===== src/rtl/decskip_pkg.sv =====
// Shared widths, opcode codes, phase names and decoded-instruction record
// for the decrement-and-skip unit. Assumes an 8-bit data path.
package decskip_pkg;
    localparam int DATA_W  = 8;
    localparam int FA_W    = 8;
    localparam int BANK_W  = 4;
    localparam int RFA_W   = BANK_W + FA_W;
    localparam int OPC_W   = 6;
    localparam int WORD_W  = OPC_W + 2 + FA_W;
    localparam int NOP_W   = 2;

    localparam logic [OPC_W-1:0] OPC_DEC_SZ  = 6'b001011;
    localparam logic [OPC_W-1:0] OPC_DEC_SNZ = 6'b010011;

    localparam logic [BANK_W-1:0] ACC_LO_BANK = '0;
    localparam logic [BANK_W-1:0] ACC_HI_BANK = '1;

    typedef enum logic [1:0] {
        PH_DECODE = 2'd0,
        PH_READ   = 2'd1,
        PH_EXEC   = 2'd2,
        PH_WRITE  = 2'd3
    } phase_t;

    typedef struct packed {
        logic            skip_nz;
        logic            to_file;
        logic            use_bsr;
        logic [FA_W-1:0] faddr;
    } uop_t;
endpackage


===== src/rtl/decskip_phase.sv =====
// Free-running four-phase sequencer. Assumes one phase per clock and that
// reset places the machine at the decode phase.
module decskip_phase
    import decskip_pkg::*;
(
    input  logic   clk,
    input  logic   rst_n,
    output phase_t phase
);
    // Step the phase on every clock, wrapping after write-back.
    always_ff @(posedge clk) begin
        if (!rst_n) phase <= PH_DECODE;
        else        phase <= phase_t'(phase + 2'd1);
    end
endmodule


===== src/rtl/decskip_decode.sv =====
// Combinational decoder for the two decrement-and-skip opcodes. Assumes
// the word layout opcode[15:10], dest[9], bank mode[8], address[7:0].
module decskip_decode
    import decskip_pkg::*;
(
    input  logic              valid,
    input  logic [WORD_W-1:0] word,
    output logic              hit,
    output uop_t              uop
);
    logic [OPC_W-1:0] opc;

    // Split the word into its fields and flag a recognised opcode.
    always_comb begin
        opc          = word[WORD_W-1 -: OPC_W];
        uop.skip_nz  = (opc == OPC_DEC_SNZ);
        uop.to_file  = word[FA_W+1];
        uop.use_bsr  = word[FA_W];
        uop.faddr    = word[FA_W-1:0];
        hit          = valid && ((opc == OPC_DEC_SZ) || (opc == OPC_DEC_SNZ));
    end
endmodule


===== src/rtl/decskip_bankmap.sv =====
// Forms the full file address from the bank mode, the bank register and
// the 8-bit field. Assumes the access bank splits at the field's top bit.
module decskip_bankmap
    import decskip_pkg::*;
(
    input  logic              use_bsr,
    input  logic [BANK_W-1:0] bsr,
    input  logic [FA_W-1:0]   faddr,
    output logic [RFA_W-1:0]  addr
);
    logic [BANK_W-1:0] bank;

    // Choose the bank from the register or from the fixed access split.
    always_comb begin
        if (use_bsr)            bank = bsr;
        else if (faddr[FA_W-1]) bank = ACC_HI_BANK;
        else                    bank = ACC_LO_BANK;
        addr = {bank, faddr};
    end
endmodule


===== src/rtl/decskip_alu.sv =====
// Decrement with wraparound and skip test on the held result. Assumes the
// result is held stable in a register by the caller during write-back.
module decskip_alu
    import decskip_pkg::*;
(
    input  logic [DATA_W-1:0] operand,
    input  logic [DATA_W-1:0] held,
    input  logic              sense_nz,
    output logic [DATA_W-1:0] dec,
    output logic              skip
);
    logic held_zero;

    // Subtract one and evaluate the chosen skip sense.
    always_comb begin
        dec       = operand - DATA_W'(1);
        held_zero = (held == '0);
        skip      = sense_nz ? !held_zero : held_zero;
    end
endmodule


===== src/rtl/decskip_unit.sv =====
// Decrement-and-skip execution unit: decodes in phase 0, reads in phase 1,
// decrements in phase 2, writes in phase 3, then squashes one or two
// instruction cycles when the skip holds. Assumes a file read returns data
// one clock after the strobe and bsr is stable across an instruction.
module decskip_unit
    import decskip_pkg::*;
(
    input  logic              clk,
    input  logic              rst_n,
    input  logic              instr_valid,
    input  logic [WORD_W-1:0] instr_word,
    input  logic              next_two_word,
    input  logic [BANK_W-1:0] bsr,
    input  logic [DATA_W-1:0] rf_rd_data,
    output logic [1:0]        q_phase,
    output logic              rf_rd_en,
    output logic [RFA_W-1:0]  rf_addr,
    output logic              rf_wr_en,
    output logic [DATA_W-1:0] rf_wr_data,
    output logic              w_wr_en,
    output logic [DATA_W-1:0] w_wr_data,
    output logic              squash
);
    phase_t             phase;
    logic               hit;
    uop_t               uop_d;
    uop_t               uop_q;
    logic               active;
    logic [DATA_W-1:0]  res_q;
    logic [DATA_W-1:0]  dec;
    logic               skip;
    logic [NOP_W-1:0]   nop_cnt;

    decskip_phase u_phase (
        .clk   (clk),
        .rst_n (rst_n),
        .phase (phase)
    );

    decskip_decode u_dec (
        .valid (instr_valid),
        .word  (instr_word),
        .hit   (hit),
        .uop   (uop_d)
    );

    decskip_bankmap u_map (
        .use_bsr (uop_q.use_bsr),
        .bsr     (bsr),
        .faddr   (uop_q.faddr),
        .addr    (rf_addr)
    );

    decskip_alu u_alu (
        .operand  (rf_rd_data),
        .held     (res_q),
        .sense_nz (uop_q.skip_nz),
        .dec      (dec),
        .skip     (skip)
    );

    // Track the instruction in flight, its result and the squash count.
    always_ff @(posedge clk) begin
        if (!rst_n) begin
            active  <= 1'b0;
            uop_q   <= '0;
            res_q   <= '0;
            nop_cnt <= '0;
        end else begin
            unique case (phase)
                PH_DECODE: begin
                    if (nop_cnt == '0) begin
                        active <= hit;
                        if (hit) uop_q <= uop_d;
                    end
                end
                PH_READ: begin
                end
                PH_EXEC: begin
                    if (active) res_q <= dec;
                end
                PH_WRITE: begin
                    if (active) begin
                        active <= 1'b0;
                        if (skip) nop_cnt <= next_two_word ? NOP_W'(2) : NOP_W'(1);
                    end else if (nop_cnt != '0) begin
                        nop_cnt <= nop_cnt - NOP_W'(1);
                    end
                end
                default: begin
                end
            endcase
        end
    end

    // Drive the strobes from the phase and the instruction in flight.
    always_comb begin
        q_phase    = phase;
        rf_rd_en   = active && (phase == PH_READ);
        rf_wr_en   = active && (phase == PH_WRITE) && uop_q.to_file;
        w_wr_en    = active && (phase == PH_WRITE) && !uop_q.to_file;
        rf_wr_data = res_q;
        w_wr_data  = res_q;
        squash     = (nop_cnt != '0);
    end
endmodule


===== config.mk =====
export PLATFORM = sky130hd
export DESIGN_NAME = decskip_unit
export DESIGN_NICKNAME = d
export VERILOG_FILES = /design/src/rtl/decskip_pkg.sv /design/src/rtl/decskip_phase.sv /design/src/rtl/decskip_decode.sv /design/src/rtl/decskip_bankmap.sv /design/src/rtl/decskip_alu.sv /design/src/rtl/decskip_unit.sv
export SDC_FILE = /design/constraint.sdc
export NUM_CORES = 1
export LEC_CHECK = 0
export ABC_AREA = 1
export BUFFER_PORTS_ARGS = -buffer_cell sky130_fd_sc_hd__buf_4
export CORE_MARGIN = 5
export CORE_UTILIZATION = 49
export DETAILED_ROUTE_END_ITERATION = 16
export PLACE_DENSITY = 0.84
export SLEW_MARGIN = 20
export SYNTH_ARGS = -nofsm -noshare
export SYNTH_HDL_FRONTEND = slang
export SYNTH_SLANG_ARGS = --single-unit

===== constraint.sdc =====
create_clock -name clk -period 3.3 [get_ports clk]
set_clock_uncertainty 0.1 [all_clocks]
set_input_delay 0.33 -clock clk [delete_from_list [all_inputs] [get_ports clk]]
set_output_delay 0.33 -clock clk [all_outputs]
set_load 0.005 [all_outputs]

==> results.md, run 1 <==
* Outcome: complete, no violations
* Area of the multi-input gates at 617 µm²
* Root Buffer: clkbuf_4
* Vias/cell at 4.73
* Starting Density at 0.501
* Num ports at 66
* First-pass GRT wire length at 5060 µm
* VDD IR max at 0.238 mV
* Initial antenna violation count at 0
* Placed cell area at 1730 µm²
* Synth Register Bits at 24
* Worst Tran Pin Value at 0.348 ns
* Critical Path RT at 3.42 ns
* Seq/Total Area, Yosys at 0.354
* Worst-path clk slew at 0.13 ns
* Clock Path Buffers at 2
* Synth async-reset ratio at 0
* Vias in the first global route at 1188
* Clock share of power at 0.362
* Synth Instances at 193
* Final worst path period share at 0.535
* Drt initial violations at 41
* Sequential cell area at 480 µm²
* Post-Route WL at 3020 µm
* GPL Wtd Cong at 0.749
* Setup_tns at 0 ns
* Core Area at 2710 µm²
* Antenna diodes at 0
* DP HPWL at 2410 µm
* Share of power burned in registers at 0.514
* CTS Buf Count at 3
* Die Ht at 62.7 µm
* Yosys warnings at 0
* Arr. time, crit path at 1.88 ns
* P_int at 0.456 mW
* Number of flops mapped to enable cells by yosys at 0
* PostCTS Resize Cnt at 0
* Endpoints failing hold at 0
* Post-synth top area share at 0.354
* Sw frac at 0.211
* Top-count cell post-synth: nor2_1
* Port Buffers at 65
* Setup Fix Bufs, Post-CTS at 0
* Row cnt at 19
* Slew headroom at 0.768
* Clock sink count at 24
* Routed length per instance at 11.1 µm
* Min Tclk post-route at 1.77 ns
* FMAX at 566 MHz
* Synth area leaders: dfxtp_1 35%, buf_4 9.9%, nor2_1 9.9%
* CTS tree: done
* RSZ-0062 raised after global routing: false
* Worst-path maximum fanout at 14
* P&R area growth vs syn at 31.2%
* Layout Nets at 280
* Switching pwr at 0.122 mW
* Syn nets at 231
* Cells after DPL at 268
* Power, Total at 0.578 mW
* Post-Syn Area at 1360 µm²
* Yosys cell types at 24
* Number of max-cap violations at 0
* Post-route cell area at 1780 µm²
* Grt total ovfl at 0
* Post-Synthesis Mean Instance Area at 7.04 µm²
* Hold buffer count at cts at 0
* Share of cells above drive strength 1 at 0.332
* Hold crit path type: primary input to flip-flop
* Worst skew pair latency at 0.31 ns
* H-tree depth at 1
* Crit. End Element: flip-flop
* Post-DRT Antenna Nets at 0
* Max-slew violation count at 0
* WS Path Type: flip-flop to flip-flop
* Die area at 3930 µm²
* Finished Layout Cells at 272
* Total Routing Usage GR at 0.155
* Worst setup SP type: flip-flop
* Fillers at 262
* Post-synth top flop: dfxtp_1
* Router iterations before antenna repair at 5
* Via Count at 1286
* Die span in x at 62.7 µm
* DRC at 0
* Setup Viol. Count Final at 0
* Share of power burned in combinational logic at 0.124
* Largest area contributor in the netlist: dfxtp_1
* Largest net degree at the start of global routing at 21
* P per Cell Area at 324 nW/µm²
* Post-synth top cells: 36 x nor2_1, 28 x nand2_1, 26 x inv_1, 24 x dfxtp_1, 18 x buf_4
* Lkg Pwr at 0.941 nW
==> power groups by stage <==
stage	logic, mW	clock network [mW]	registers, mW
2_1_floorplan	0.0314	0	0.303
3_5_place_dp	0.0720	0	0.304
4_1_cts	0.0728	0.214	0.297
3_3_place_gp	0.0718	0	0.303
6_report	0.0720	0.209	0.297
5_1_grt	0.0812	0.226	0.298
==> critical path, cell delays in order (launching register included) <==
cell and delay (ns):
dfxtp_1 0.42, inv_1 0.09, ha_1 0.21, nand2_1 0.08, nor2_1 0.05, nand3_2 0.26
clkinv_2 0.21, o21ai_0 0.19, nor2_1 0.05
==> layer usage <==
| metal | part of all wire | GRT usage | routed length (µm) | up-vias |
|---|---|---|---|---|
| met5 | 0 | 0 | 0 | - |
| met4 | 0.014 | 0.0557 | 42 | 0 |
| met3 | 0.082 | 0.0450 | 246 | 4 |
| met2 | 0.49 | 0.266 | 1490 | 42 |
| met1 | 0.41 | 0.182 | 1240 | 550 |
| li1 | - | - | - | 690 |
==> cell families (layout without fill, tap and decap cells) <==
| family | Yosys count | in the layout | share of synthesized area |
|---|---|---|---|
| simple gates | 76 | 76 | 0.226 |
| compound gates | 36 | 36 | 0.160 |
| flops | 24 | 24 | 0.354 |
| xor+xnor | 2 | 2 | 0.0129 |
| buf+inv | 49 | 97 | 0.192 |
| fa+ha+maj | 6 | 6 | 0.0552 |
==> sequential cells by signal (all words and copies together), names as in the netlist <==
signal and flops:
u_phase.phase 2, nop_cnt 2, rf_wr_data 8, uop_q 11, active 1
==> layout make-up <==
type / count / share of cell area
well taps: 31 / 0.0218
repair buffers: 65 / 0.274
inverters: 28 / 0.0596
clock buffers: 3 / 0.0126
clock inverters: 1 / 0.0168
multi-input cells: 120 / 0.346
flip-flops and latches: 24 / 0.269
==> worst paths after layout <==
kind,start,endpoint,slack (ns),cells past startpoint
min,rf_rd_data[0],rf_wr_data[0],0.08,2
max,u_phase.phase[0],uop_q[10],1.53,8
min reg2reg,uop_q[9],uop_q[9],0.38,2
max reg2reg,u_phase.phase[0],uop_q[10],1.53,8
==> per-stage QoR <==
| stage | hold slack (ns) | utilization | setup WS (ns) |
|---|---|---|---|
| global route | 0.0558 | 0.658 | 1.33 |
| floorplan | 0.320 | - | 1.90 |
| finish | 0.0766 | 0.658 | 1.53 |
| detailed placement | 0.365 | 0.639 | 1.57 |
| CTS | 0.0698 | 0.658 | 1.52 |
| global placement | 0.362 | 0.639 | 1.63 |
==> placed cells by master, fill, tap and decap left out <==
master,count
buf_4,65
nor2_1,36
nand2_1,28
inv_1,26
dfxtp_1,24
o21ai_0,13
a21oi_1,9
o21ai_2,7
nand3_1,6
ha_1,6
nor3_1,4
clkbuf_4,3
xor2_1,2
o21ai_1,2
a31oi_1,2
nand3_2,1
clkinv_2,1
inv_2,1
nor2_2,1
o221ai_1,1
o211ai_1,1
o21a_1,1
bufinv_16,1
(Power assumes the default switching activity.)
==> run 2, diff against run 1 <==
Settings changed: CORE_UTILIZATION 49 to 45, PLACE_DENSITY 0.84 to 0.78.
Clock period 3.3 ns to 1.8 ns, I/O delays scaled along.
==> results.md, run 2 (synthesis gave the netlist of run 1 again) <==
* Sw frac at 0.220
* Drt initial violations at 39
* Worst-path clk slew at 0.14 ns
* P_int at 0.849 mW
* Max-slew violation count at 0
* GPL Wtd Cong at 0.732
* Port Buffers at 65
* Largest net degree at the start of global routing at 21
* Biggest register: uop_q
* Min Tclk post-route at 1.61 ns
* Area of the multi-input gates at 624 µm²
* FF-to-FF End: uop_q[1]
* Post-route cell area at 1880 µm²
* Arr. time, crit path at 1.33 ns
* Endpoints failing hold at 0
* Grt total ovfl at 0
* VDD IR max at 0.472 mV
* Die span in x at 65.0 µm
* P&R area growth vs syn at 38.5%
* Root Buffer: clkbuf_4
* Final worst path period share at 0.894
* DRC at 0
* Reg-to-Reg Start: u_phase.phase[0]
* RSZ-0062 raised after global routing: false
* Die area at 4220 µm²
* Power, Total at 1.09 mW
* Clock sink count at 24
* Share of cells above drive strength 1 at 0.324
* Routed length on met3 at 292 µm
* Slew headroom at 0.768
* Switching pwr at 0.239 mW
* Worst hold path startpoint: instr_word[7]
* Starting Density at 0.456
* Met1 Wirelength at 1290 µm
* Vias in the first global route at 1197
* Sequential cell area at 480 µm²
* Die Ht at 65.0 µm
* Antenna diodes at 0
* Hold Path End: uop_q[7]
* Highest-count cells in the layout ignoring fill and taps: 66 x buf_4, 36 x nor2_1, 28 x nand2_1
* Total Routing Usage GR at 0.154
* Share of power burned in registers at 0.501
* Routed length per instance at 11.1 µm
* Share of power burned in combinational logic at 0.137
* Worst Tran Pin Value at 0.345 ns
* Crit. End Element: output port
* Clock share of power at 0.362
* Core Area at 2980 µm²
* Lkg Pwr at 0.979 nW
* Max FFs per register at 11
* Worst-path maximum fanout at 5
* Placed cell area at 1740 µm²
* DP HPWL at 2430 µm
* Initial antenna violation count at 0
* CTS tree: done
* R2r worst-path depth at 8
* Worst setup SP type: flip-flop
* Row cnt at 20
* CTS Buf Count at 3
* H-tree depth at 1
* Worst skew pair latency at 0.32 ns
* First-pass GRT wire length at 5170 µm
* Met2 WL at 1500 µm
* Max Used Layer: met4
* Post-Route WL at 3140 µm
* Post-DRT Antenna Nets at 0
* Number of max-cap violations at 0
* Min-Delay Path Depth at 3
* Setup Viol. Count Final at 0
* Num ports at 66
* Util after Layout at 0.632
* Critical Path RT at 1.52 ns
* FMAX at 621 MHz
* Vias/cell at 4.63
* Hold crit path type: primary input to flip-flop
* Outcome: complete, no violations
* Fillers at 287
* Most common cell after layout, fill and taps aside: buf_4
* Layout Nets at 289
* Via Count at 1310
* Setup_tns at 0 ns
* Clock Path Buffers at 2
* WS Path Type: flip-flop to output port
* Setup Fix Bufs, Post-CTS at 0
* Router iterations before antenna repair at 4
* Reg2reg setup slack at 0.22 ns
* P per Cell Area at 578 nW/µm²
==> run 2: timing repair <==
action,4_1_cts,5_1_grt
endpoints found under the setup margin,0,2
hold endpoints to repair,8,0
gates resized for setup,0,2
hold buffers,8,0
==> run 2: power by group through the flow <==
stage | clock network, mW | registers, mW | logic, mW
after floorplan | 0 | 0.556 | 0.0575
after global placement | 0 | 0.556 | 0.132
after detailed placement | 0 | 0.557 | 0.133
after CTS | 0.400 | 0.545 | 0.148
after global routing | 0.420 | 0.546 | 0.169
final | 0.394 | 0.545 | 0.149
==> run 2: through the flow <==
step | setup slack (ns) | std cells | hold slack (ns)
global route | 0.0269 | 283 | 0.0419
finish | 0.191 | 283 | 0.0102
CTS | 0.179 | 283 | 0.0108
global placement | 0.227 | 271 | 0.267
floorplan | 0.400 | 193 | 0.170
detailed placement | 0.178 | 271 | 0.268
==> run 2: how the worst max path moves through the flow <==
stage | endpoint | slack, ns | depth (start not counted) | from
floorplan | uop_q[10] | 0.40 | 8 | u_phase.phase[0]
global placement | uop_q[10] | 0.23 | 8 | u_phase.phase[0]
detailed placement | uop_q[10] | 0.18 | 8 | u_phase.phase[0]
CTS | rf_wr_en | 0.18 | 4 | u_phase.phase[0]
global route | active | 0.03 | 8 | u_phase.phase[0]
finish | rf_wr_en | 0.19 | 4 | u_phase.phase[0]
==> run 2: metal layers <==
metal	global-route usage	vias up
met5	0	-
met4	0.0554	0
met3	0.0347	5
met2	0.272	45
met1	0.182	557
li1	-	703
==> run 2: worst max-delay path, cell delays in order (launching register included) <==
cell and delay [ns]:
dfxtp_1 0.42, ha_1 0.17, inv_1 0.09, nor3_1 0.18, buf_4 0.15
==> run 2: area by class of cell <==
| class | instances | share of cell area |
|---|---|---|
| flip-flops and latches | 24 | 0.255 |
| clock buffers | 3 | 0.0120 |
| repair buffers | 74 | 0.306 |
| multi-input cells | 120 | 0.332 |
| inverters | 28 | 0.0572 |
| well taps | 33 | 0.0219 |
| clock inverters | 1 | 0.0160 |
